### src/rtl/regspi_pkg.sv
package regspi_pkg;

  localparam int REG_BITS = 8;

  // Reset value of a register address
  function automatic logic [REG_BITS-1:0] reg_default(input int idx);
    case (idx)
      8'h1F:   return 8'hFF;
      8'h30:   return 8'h40;
      default: return 8'h00;
    endcase
  endfunction

  // Number of bits in one serial word
  function automatic int word_bits(input int addr_w, input int data_w);
    return 2 + addr_w + data_w;
  endfunction

endpackage

### src/rtl/regspi_sync.sv
module regspi_sync #(
  parameter int            W       = 3,
  parameter int            STAGES  = 2,
  parameter logic [W-1:0]  RST_VAL = '0
) (
  input  logic         clk,
  input  logic         rst,
  input  logic [W-1:0] d,
  output logic [W-1:0] q
);

  logic [W-1:0] st [STAGES];

  for (genvar g = 0; g < STAGES; g++) begin : g_stage
    always_ff @(posedge clk or posedge rst) begin
      if (rst)         st[g] <= RST_VAL;
      else if (g == 0) st[g] <= d;
      else             st[g] <= st[(g == 0) ? 0 : g-1];
    end
  end

  assign q = st[STAGES-1];

endmodule

### src/rtl/regspi_frame.sv
module regspi_frame
  import regspi_pkg::*;
#(
  parameter int ADDR_W = 6,
  parameter int DATA_W = 8
) (
  input  logic              clk,
  input  logic              rst,
  input  logic              sel_n_s,
  input  logic              sck_s,
  input  logic              sdi_s,
  input  logic [DATA_W-1:0] rd_data,
  output logic [ADDR_W-1:0] rd_addr,
  output logic              rd_block,
  output logic              wr_evt,
  output logic [ADDR_W-1:0] wr_addr,
  output logic              wr_block,
  output logic [DATA_W-1:0] wr_data,
  output logic              sdo,
  output logic              sdo_en
);

  localparam int WORD_W = word_bits(ADDR_W, DATA_W);
  localparam int HDR_W  = 2 + ADDR_W;
  localparam int CNT_W  = $clog2(WORD_W);
  localparam logic [CNT_W-1:0] LAST_BIT = CNT_W'(WORD_W - 1);
  localparam logic [CNT_W-1:0] HDR_END  = CNT_W'(HDR_W - 1);

  logic              sck_d;
  logic [WORD_W-2:0] sh;
  logic [WORD_W-1:0] next_sh;
  logic [CNT_W-1:0]  cnt;
  logic [ADDR_W:0]   hdr;
  logic              rd_pend;
  logic              sdo_en_q;
  logic [DATA_W-1:0] obuf;

  // Named events for the checks
  logic active, rise_evt, fall_evt, hdr_done;

  assign active   = ~sel_n_s;
  assign rise_evt = active & sck_s & ~sck_d;
  assign fall_evt = active & ~sck_s & sck_d;
  assign next_sh  = {sh, sdi_s};
  assign hdr_done = rise_evt & (cnt == HDR_END);

  assign wr_evt   = rise_evt & (cnt == LAST_BIT) & ~next_sh[WORD_W-1];
  assign wr_block = next_sh[DATA_W+ADDR_W];
  assign wr_addr  = next_sh[DATA_W +: ADDR_W];
  assign wr_data  = next_sh[DATA_W-1:0];

  assign rd_addr  = hdr[ADDR_W-1:0];
  assign rd_block = hdr[ADDR_W];
  assign sdo      = obuf[DATA_W-1] & sdo_en_q;
  assign sdo_en   = sdo_en_q;

  always_ff @(posedge clk or posedge rst) begin
    if (rst) begin
      sck_d    <= 1'b0;
      sh       <= '0;
      cnt      <= '0;
      hdr      <= '0;
      rd_pend  <= 1'b0;
      sdo_en_q <= 1'b0;
      obuf     <= '0;
    end else begin
      sck_d <= sck_s;
      if (!active) begin
        cnt      <= '0;
        rd_pend  <= 1'b0;
        sdo_en_q <= 1'b0;
        obuf     <= '0;
      end else begin
        if (rise_evt) begin
          sh  <= next_sh[WORD_W-2:0];
          cnt <= (cnt == LAST_BIT) ? '0 : cnt + 1'b1;
          if (hdr_done) begin
            hdr     <= next_sh[ADDR_W:0];
            rd_pend <= next_sh[HDR_W-1];
          end
        end
        if (fall_evt) begin
          if (rd_pend) begin
            obuf     <= rd_data;
            sdo_en_q <= 1'b1;
            rd_pend  <= 1'b0;
          end else if (sdo_en_q && cnt == '0) begin
            sdo_en_q <= 1'b0;
          end else if (sdo_en_q) begin
            obuf <= obuf << 1;
          end
        end
      end
    end
  end

  // deselect releases the output
  assert_release_on_deselect_R6: assert property (@(posedge clk) disable iff (rst)
    !active |=> !sdo_en_q);

  // no drive while a write word completes
  assert_quiet_on_write_R6: assert property (@(posedge clk) disable iff (rst)
    wr_evt |-> !sdo_en_q);

  // driven data moves only after a falling serial edge
  assert_sdo_on_fall_R5: assert property (@(posedge clk) disable iff (rst)
    (sdo_en_q && $past(sdo_en_q) && !$stable(sdo)) |-> $past(fall_evt));

endmodule

### src/rtl/regspi_regfile.sv
module regspi_regfile
  import regspi_pkg::*;
#(
  parameter int ADDR_W = 6,
  parameter int DATA_W = 8,
  parameter logic [(1<<ADDR_W)-1:0] IMPL_MASK = '1,
  parameter int SWRST_ADDR = 8,
  parameter int SWRST_BIT  = 0
) (
  input  logic                             clk,
  input  logic                             rst,
  input  logic                             wr_evt,
  input  logic [ADDR_W-1:0]                wr_addr,
  input  logic                             wr_block,
  input  logic [DATA_W-1:0]                wr_data,
  input  logic [ADDR_W-1:0]                rd_addr,
  input  logic                             rd_block,
  output logic [DATA_W-1:0]                rd_data,
  output logic [(1<<ADDR_W)*DATA_W-1:0]    regs_o
);

  localparam int NREG = 1 << ADDR_W;

  logic [DATA_W-1:0] regs [NREG];
  logic wr_ok, swrst;

  assign wr_ok = wr_evt & ~wr_block;
  assign swrst = wr_ok & (wr_addr == ADDR_W'(SWRST_ADDR)) & wr_data[SWRST_BIT];

  for (genvar i = 0; i < NREG; i++) begin : g_reg
    if (IMPL_MASK[i]) begin : g_impl
      always_ff @(posedge clk or posedge rst) begin
        if (rst)                                     regs[i] <= DATA_W'(reg_default(i));
        else if (swrst)                              regs[i] <= DATA_W'(reg_default(i));
        else if (wr_ok && wr_addr == ADDR_W'(i))     regs[i] <= wr_data;
      end
    end else begin : g_none
      assign regs[i] = '0;
    end
    assign regs_o[i*DATA_W +: DATA_W] = regs[i];
  end

  assign rd_data = rd_block ? '0 : regs[rd_addr];

  // software reset restores defaults and clears its own bit
  assert_swrst_defaults_R8: assert property (@(posedge clk) disable iff (rst)
    swrst |=> (regs[SWRST_ADDR] == '0) && (regs[8'h1F] == DATA_W'(8'hFF)));

  // an accepted write lands in its register
  assert_write_lands_R2: assert property (@(posedge clk) disable iff (rst)
    (wr_ok && !swrst && IMPL_MASK[wr_addr]) |=> regs[$past(wr_addr)] == $past(wr_data));

  // blocked writes leave the target alone
  assert_blocked_write_R7: assert property (@(posedge clk) disable iff (rst)
    (wr_evt && wr_block) |=> $stable(regs[$past(wr_addr)]));

endmodule

### src/rtl/regspi_slave.sv
module regspi_slave
  import regspi_pkg::*;
#(
  parameter int ADDR_W      = 6,
  parameter int DATA_W      = 8,
  parameter int SYNC_STAGES = 2,
  parameter logic [(1<<ADDR_W)-1:0] IMPL_MASK = 64'h01C1_38C0_800F_F9C0
) (
  input  logic                          clk,
  input  logic                          rst,
  input  logic                          sel_n,
  input  logic                          sck,
  input  logic                          sdi,
  output logic                          sdo,
  output logic                          sdo_en,
  output logic [(1<<ADDR_W)*DATA_W-1:0] regs_o
);

  logic [2:0]        pins_s;
  logic [ADDR_W-1:0] rd_addr, wr_addr;
  logic [DATA_W-1:0] rd_data, wr_data;
  logic              rd_block, wr_block, wr_evt;

  regspi_sync #(.W(3), .STAGES(SYNC_STAGES), .RST_VAL(3'b001)) u_sync (
    .clk (clk), .rst (rst),
    .d   ({sck, sdi, sel_n}),
    .q   (pins_s)
  );

  regspi_frame #(.ADDR_W(ADDR_W), .DATA_W(DATA_W)) u_frame (
    .clk      (clk),        .rst      (rst),
    .sel_n_s  (pins_s[0]),  .sck_s    (pins_s[2]),  .sdi_s (pins_s[1]),
    .rd_data  (rd_data),    .rd_addr  (rd_addr),    .rd_block (rd_block),
    .wr_evt   (wr_evt),     .wr_addr  (wr_addr),    .wr_block (wr_block),
    .wr_data  (wr_data),    .sdo      (sdo),        .sdo_en   (sdo_en)
  );

  regspi_regfile #(.ADDR_W(ADDR_W), .DATA_W(DATA_W), .IMPL_MASK(IMPL_MASK)) u_regs (
    .clk      (clk),      .rst      (rst),
    .wr_evt   (wr_evt),   .wr_addr  (wr_addr),  .wr_block (wr_block),
    .wr_data  (wr_data),  .rd_addr  (rd_addr),  .rd_block (rd_block),
    .rd_data  (rd_data),  .regs_o   (regs_o)
  );

endmodule

### config.mk
export PLATFORM = sky130hd
export DESIGN_NAME = regspi_slave
export DESIGN_NICKNAME = d
export VERILOG_FILES = /design/src/rtl/regspi_pkg.sv /design/src/rtl/regspi_sync.sv /design/src/rtl/regspi_frame.sv /design/src/rtl/regspi_regfile.sv /design/src/rtl/regspi_slave.sv
export SDC_FILE = /design/constraint.sdc
export NUM_CORES = 1
export LEC_CHECK = 0
export ABC_AREA = 1
export BUFFER_PORTS_ARGS = -buffer_cell sky130_fd_sc_hd__buf_2
export CELL_PAD_IN_SITES_DETAIL_PLACEMENT = 1
export CELL_PAD_IN_SITES_GLOBAL_PLACEMENT = 1
export CORE_AREA = 2 2 204 206
export CTS_BUF_LIST = sky130_fd_sc_hd__clkbuf_4
export DETAILED_ROUTE_END_ITERATION = 8
export DIE_AREA = 0 0 206 208
export PLACE_DENSITY_LB_ADDON = 0.12
export SLEW_MARGIN = 20
export SYNTH_ARGS = -nofsm -noshare
export SYNTH_HDL_FRONTEND = slang
export SYNTH_SLANG_ARGS = --single-unit
### constraint.sdc
create_clock -name clk -period 11.48 [get_ports clk]
set_input_delay 1.722 -clock clk [delete_from_list [all_inputs] [get_ports clk]]
set_output_delay 1.722 -clock clk [all_outputs]
set_load 0.005 [all_outputs]
After elaboration in Yosys (flattened, before gate mapping)
Cells that the tools add are included.
{ "word_totals": {"inputBits": 5, "elab_cells": 194, "register_bits": 219, "out_inout_bits": 514} }
{ "op_classes": {"n_eq_ne": 25, "bitwise": 17, "addsub": 1, "order_cmp": 1, "muxes": 65, "reduce_logical": 54} }
{ "op_table": {"columns": ["op", "n"], "rows": [
  ["$mux 8", 52],
  ["$eq 6x6->1 const B", 9],
  ["$bmux 8 s6", 1],
  ["$reduce_bool 2->1", 24],
  ["$eq 6x4->1 const B", 6],
  ["$eq 6x5->1 const B", 5],
  ["$logic_and 1x1->1", 23],
  ["$eq 6x3->1 const B", 2],
  ["$mux 4", 3],
  ["$and 1x1->1", 11],
  ["$mux 1", 9],
  ["$ge 7x7->1 const B", 1],
  ["$not 6->7", 1],
  ["$reduce_and 3->1", 2],
  ["$reduce_bool 3->1", 2],
  ["$not 1->1", 5],
  ["$add 4x1->4 const B", 1],
  ["$eq 4x3->1 const B", 1],
  ["$eq 4x4->1 const B", 1],
  ["$logic_not 4->1", 1],
  ["$reduce_and 2->1", 2],
  ["$ne 3x2->1 const B", 1]
]} }

Depth between registers and ports, before layout
Gate-level depths: netlist of run 1.
{ "logic_depth": {"depth_word": 9, "mapped_depth": 15, "ltp_nobuf": 14} }

Cells and area by module
Synthesis of run 1 repeated with hierarchy kept, for this count alone.
{ "unflattened": {"hier_cells": 1708, "area_unflattened_um2": 13319.0} }
{ "by_module_without_submodules": {"columns": ["mod", "n_inst", "area_each_um2", "seq_area_each_um2", "cells_per_inst"], "rows": [
  ["regspi_regfile", 1, 11362.1, 4415.5, 1489],
  ["regspi_frame", 1, 1778.0, 925.9, 209],
  ["regspi_sync", 1, 178.9, 152.6, 10]
]} }

Least setup slack after synthesis of run 1
No wires, ideal clock.
{ "synth_path": {"path_type": "register to output", "startpoint": "reg u_regs.regs, in the netlist u_regs.regs_o[248]", "endpoint": "out regs_o[248]", "n_path_buf": 0, "path_stages_with_launch": 1, "t_arrival_ns": 0.519, "required_ns": 9.758, "slack_ns": 9.239, "path_cell_list": "dfstp_2"} }
{ "synth_rtl": {"columns": ["element", "line", "text"], "rows": [
  ["start: declaration", "regspi_regfile.sv:24", "logic [DATA_W-1:0] regs [NREG];"],
  ["start signal: indexed assignment", "regspi_regfile.sv:33", "if (rst) regs[i] <= DATA_W'(reg_default(i));"],
  ["start signal: indexed assignment", "regspi_regfile.sv:34", "else if (swrst) regs[i] <= DATA_W'(reg_default(i));"],
  ["start signal: indexed assignment", "regspi_regfile.sv:35", "else if (wr_ok && wr_addr == ADDR_W'(i)) regs[i] <= wr_data;"],
  ["end: declaration", "regspi_slave.sv:16", "output logic [(1<<ADDR_W)*DATA_W-1:0] regs_o"]
]} }
No word-level cell between the ends.

Worst setup path in the final report of run 1
{ "layout_path": {"startpoint": "reg u_regs.regs, in the netlist u_regs.regs_o[249]", "endpoint": "out regs_o[249]"} }
No word-level cell between the ends.

==> impl_metrics.csv, run 1 <==
group,metric,value,unit
timing,slew_headroom,26.9,%
route,vias,10738,
cts,max-clock-path-buffers,3,
worst_setup_path,critPathRequiredTime,9760,ps
yosys,synth_area_leaders,"dfrtp_1 (40%), buf_4 (19%), nand2_1 (16%)",
floorplanning,start_util,32.5,%
worst_setup_path,cp_cell_sequence,"buf_2",
worst_setup_path,cp-start-kind,"flip-flop",
yosys,yosys.area.top_type,"dfrtp_1",
global_route,grt_pass1_vias,10797,
yosys,synth_area,13200,µm²
route,dr.pass1.iters,6,
route,wirelength,44.8,mm
floorplanning,core_area,40600,µm²
cells_and_area,syn_to_final_growth,6.12,%
worst_setup_path,r2r_slack,8480,ps
cts,cts_tree,"done",
timing,clock_skew,55.2,ps
placed_design,dp.cells,2323,
global_route,grt_overflow,0,
cts,cts_hold_buf,0,
yosys,synth_warnings,0,
worst_setup_path,critPathKind,"flip-flop to primary output",
cts,cts-root-buf,"clkbuf_4",
yosys,synth_area_per_cell,7.88,µm²
worst_setup_path,crit_buf_inv,1,
worst_setup_path,crit_fanout,3,
cts,cts_buffers,67,
timing,fmax,316,MHz
global_route,antenna_found_initial,1,
timing,fin_crit_sh,27.5,%
timing,grt_setup_unrepaired,"false",
pwr,power_density,122,nW/µm²
pwr,report.power.total,1.71,mW
timing,period_needed,3160,ps
global_route,grt_pass1_wl,67.6,mm
cells_and_area,drive_gt1_share,21.0,%
placed_design,io_buffer_count,182,
global_route,grt_max_degree,103,
yosys,syn_inst,1671,
yosys,synthTopCellsByCount,"nand2_1 (569), buf_4 (337), dfrtp_1 (208), o21ai_0 (97), nand3_1 (83)",
yosys,ys.flop_type,"dfrtp_1",
yosys,synth.top_cell.area_share,39.5,%
pwr,p_leak,7.58,nW
cells_and_area,finalNetCount,1867,
cts,post-cts-setup-buffer-count,0,
route,routed_via_density,4.41,
floorplanning,die_area,42800,µm²
placed_design,dp_hpwl,31.9,mm
timing,final-hold-violation-count,0,
worst_setup_path,max_stage_delay,560,ps
cts,clk_pin_slew,70,ps
route,post_drt_wl_per_cell,18.4,µm
cts,clock-sinks,219,
yosys,yosysMostFrequentCell,"nand2_1",
cts,clk_latency,740,ps
cts,ctsResizeCount,0,
route,route.detailed.drc,0,
yosys,ys_seq_elements,219,
floorplanning,fp.dieW,206,µm
route,drtIter0Drc,493,
placed_design,place_congestion,0.840,
floorplanning,ios,519,
worst_setup_path,critical_path_arrival,1440,ps
worst_setup_path,crit_slowest_cell,"dfstp_2",
floorplanning,die_h,208,µm
yosys,synth_cell_types,39,
global_route,grt_use_total,20.8,%
run,max-cap-violations,0,
yosys,synth_edf_count,0,
timing,setup_violations,0,
timing,tightest_slew,1090,ps
yosys,ys_seq_area_share,41.7,%
floorplanning,num_rows,74,
pwr,ir_drop,0.0468,mV
worst_setup_path,path_delay_family,"flip-flops",
outcome,status,"finished, final reports clean",
timing,drv_slew,0,
cells_and_area,instances_no_fill,2436,
timing,setup_tns,0,ps
route,ant_nets,0,
cts,h-tree-depth,3,
worst_setup_path,end_kind,"primary output",
hold_path,hp-class,"flip-flop to flip-flop",
yosys,async_flop_share,100,%
-- registers in the layout, indices dropped and copies added (netlist names), 3 cells and up --
register and flops:
u_frame.sh 15, u_regs.regs_o 176, u_sync.st 3, u_frame.cnt 4, u_frame.hdr 7, u_frame.obuf 8, u_sync.q 3
-- routing by layer --
layer,share of wire (%),vias up,wire length (µm),global-route usage (%)
li1,-,5063,-,-
met1,45,5229,20200,28.5
met2,47,391,20900,33.4
met5,0,-,0,0
met3,6.2,55,2790,3.90
met4,1.7,0,779,6.03
-- per-stage QoR --
stage | instance area, µm² | setup slack (ps) | utilization (%) | hold slack, ps
floorplan | 14400 | 3780 | - | 331
global placement | 13200 | 8100 | 32.4 | 336
detailed placement | 13200 | 8080 | 32.4 | 348
CTS | 14000 | 8270 | 34.4 | 336
global route | 14000 | 8150 | 34.4 | 349
finish | 14000 | 8320 | 34.4 | 342
-- cell usage in the layout (no fill, tap or decap), drive strengths merged --
| cell type | n |
|---|---|
| and2 | 3 |
| a31oi | 2 |
| a211oi | 2 |
| dfstp | 11 |
| nand3 | 85 |
| nor2 | 45 |
| clkbuf | 99 |
| nand4 | 5 |
| nand2 | 570 |
| o21ai | 208 |
| clkinv | 10 |
| dfrtp | 208 |
| conb | 336 |
| nand3b | 1 |
| nor3 | 10 |
| a21oi | 22 |
| ha | 2 |
| o32ai | 1 |
| xor2 | 1 |
| diode | 2 |
| bufinv | 1 |
| inv | 80 |
| o22ai | 1 |
| o211ai | 6 |
| buf | 191 |
| nor4 | 2 |
-- final cells by class --
type                            count  area, µm²
Antenna cell                        2       5.00
Clock buffer                       99        743
Clock inverter                     12       71.3
Fill cell                        5233      26600
Inverter                           79        304
Multi-Input combinational cell   1302       5700
Sequential cell                   219       5500
Tap cell                          532        666
Timing Repair Buffer              191        978
-- where the power goes --
part	switching (mW)	total, mW	internal [mW]
sequential	0.0104	0.791	0.781
combinational	0.128	0.138	0.0103
clock	0.363	0.776	0.413
total	0.502	1.71	1.20
-- cell families after synthesis --
kind of cell | Yosys count | synth area share (%)
other | 1 | 0.0285
and+or+nand+nor | 721 | 22.2
adders and majority gates | 2 | 0.190
xor gates and xnor gates | 1 | 0.0665
DFF | 219 | 41.7
buffers and inverters | 485 | 24.6
AOI/OAI and AO/OA | 242 | 11.2
-- path summary, 6_finish.rpt --
path	start	cells after the start	end
worst max-delay path	u_regs.regs_o[249]	1	regs_o[249]
worst min-delay path	u_sync.st[4]	0	u_sync.q[1]
worst max register to register	u_frame.sck_d	8	u_regs.regs_o[446]
worst min register to register	u_sync.st[4]	0	u_sync.q[1]
max in group asynchronous	rst	3	u_regs.regs_o[316]
min in group asynchronous	rst	2	u_regs.regs_o[360]
Note: power is estimated with default switching activity, not from simulation.
==> inputs of run 2 (changes only) <==
CORE_AREA = 2 2 200 202   (was 2 2 204 206)
DIE_AREA = 0 0 202 204   (was 0 0 206 208)
clock period = 3.2 ns   (was 11.48 ns; I/O delays follow)
==> run 2 against run 1 <==
Effect of this change: combinational power rose to 4.2 times the previous value; sequential power rose to 3.6 times the previous value; register-to-register slack worse by 7800 ps; die area down 3.8%; clock power rose to 3.7 times the previous value; wire length up 2.2%; cell area up 2.2%; cell count up 0.90%; critical path depth up 8; via count up 1.6%; critical path type is now flip-flop to flip-flop; largest cell class unchanged; highest routed layer unchanged.
==> impl_metrics.csv, run 2 (synthesis gave the netlist of run 1 again) <==
group,metric,value,unit
timing,fmax,391,MHz
timing,final.setup.worst_slack,641,ps
pwr,power_density,440,nW/µm²
cells_and_area,final_common_cell,"nand2_1",
timing,drv_slew,0,
cells_and_area,mostFrequentLayoutCells,"nand2_1 (569), conb_1 (336), dfrtp_1 (207)",
pwr,p_int,4.48,mW
global_route,grt_max_degree,74,
floorplanning,core_area,39200,µm²
route,drtIter0Drc,557,
worst_setup_path,cp-start-kind,"flip-flop",
route,wl_met1,20.0,mm
placed_design,place_congestion,0.841,
route,vias,10905,
route,post_drt_wl_per_cell,18.6,µm
floorplanning,ios,519,
timing,final-hold-violation-count,0,
placed_design,io_buffer_count,182,
floorplanning,die_h,204,µm
timing,fin_crit_sh,80.0,%
cts,h-tree-depth,3,
timing,setup_violations,0,
timing,fin_hold_ws,275,ps
pwr,report.power.total,6.28,mW
route,dr.pass1.iters,5,
route,highest_layer,"met4",
timing,slew_headroom,52.7,%
cts,cts_tree,"done",
placed_design,dp_hpwl,33.5,mm
global_route,grt_use_total,21.8,%
route,wirelength,45.7,mm
route,dr_wl_met2,21.9,mm
floorplanning,start_util,33.6,%
worst_setup_path,r2r_slack,640,ps
cts,clk_pin_slew,70,ps
cells_and_area,post-route-util,36.5,%
timing,setup_tns,0,ps
route,ant_nets,0,
cts,clk_latency,710,ps
run,max-cap-violations,0,
route,routed_via_density,4.44,
pwr,ir_drop,0.226,mV
pwr,switching_power,1.80,mW
route,route.detailed.drc,0,
floorplanning,num_rows,73,
pwr,p_leak,7.76,nW
worst_setup_path,critPathRequiredTime,3760,ps
timing,tightest_slew,707,ps
global_route,grt_pass1_wl,67.9,mm
pwr,switching_share,28.7,%
cts,max-clock-path-buffers,3,
pwr,power.share.sequential,45.2,%
hold_path,hp-class,"input pin to async pin",
timing,grt_setup_unrepaired,"false",
global_route,antenna_found_initial,2,
floorplanning,fp.dieW,202,µm
cells_and_area,drive_gt1_share,21.9,%
timing,clock_skew,39.7,ps
placed_design,place_ws,640,ps
timing,period_needed,2560,ps
worst_setup_path,crit_fanout,37,
global_route,grt_pass1_vias,10643,
pwr,p_clk_share,45.7,%
global_route,grt_overflow,0,
cells_and_area,fillCellCount,4991,
worst_setup_path,end_kind,"flip-flop",
outcome,status,"finished, final reports clean",
floorplanning,die_area,41200,µm²
cts,clock-sinks,219,
pwr,p_comb_share,9.1,%
cells_and_area,finalNetCount,1897,
worst_setup_path,critical_path_arrival,3120,ps
cells_and_area,largest_reg_flops,176,
cts,ctsResizeCount,0,
cts,cts_buffers,68,
cells_and_area,syn_to_final_growth,8.51,%
cts,cts-root-buf,"clkbuf_4",
worst_setup_path,critPathKind,"flip-flop to flip-flop",
route,wl_met3,2.91,mm
==> run 2: changes by cell type in the layout (fill, tap and decap cells not counted), sizes merged <==
cell,previous run,this run
inv,80,77
bufinv,1,2
clkbuf,99,101
dlygate4sd3,0,4
buf,191,216
diode,2,1
clkinvlp,0,1
==> run 2: layout make-up <==
type | instances | area, µm² | area share, %
clock buffer | 101 | 758 | 5.31
tap | 525 | 657 | 4.60
timing repair buffer | 220 | 1280 | 8.97
sequential | 219 | 5500 | 38.5
antenna | 1 | 2.50 | 0.0175
inverter | 79 | 300 | 2.10
multi-input combinational | 1302 | 5690 | 39.9
clock inverter | 11 | 95.1 | 0.666
==> run 2: routing by layer <==
metal  GRT usage [%]  vias up
li1                -     5111
met1            29.2     5324
met2            35.8      412
met3            4.34       58
met4            6.30        0
met5               0        -
==> run 2: worst paths after layout <==
path                            depth (start not counted)            endpoint    startpoint
worst max-delay path                                    9  u_regs.regs_o[358]   u_sync.q[0]
worst min-delay path                                    3  u_regs.regs_o[388]           rst
worst max register to register                          9  u_regs.regs_o[358]   u_sync.q[0]
worst min register to register                          0         u_sync.q[2]  u_sync.st[5]
max in group asynchronous                               4         u_sync.q[0]           rst
min in group clk                                        0         u_sync.q[2]  u_sync.st[5]
==> run 2: worst max-delay path: stages, from the launching register on <==
cell,delay [ps]
dfstp_2,390
inv_2,90
nand3_4,300
inv_2,210
nand4_4,160
nor3_4,210
nand2_4,260
nand2_1,360
buf_4,320
o21ai_0,120
==> run 2: power by group through the flow <==
stage	sequential, mW	clock (mW)	combinational, mW
after floorplan	2.87	0	0.631
after global placement	2.89	0	0.564
after detailed placement	2.89	0	0.569
after CTS	2.84	2.98	0.573
after global routing	2.84	3.15	0.635
final	2.84	2.87	0.574
==> run 2: timing repair <==
action,CTS,global route
hold buffers,4,0
hold endpoints to repair,8,0
buffers inserted,0,0
==> run 2: metrics by stage <==
step,instance area [µm²],std cells
finish,14300,2458
global route,14300,2458
CTS,14300,2457
detailed placement,13400,2341
global placement,13400,2341
floorplan,14400,2006
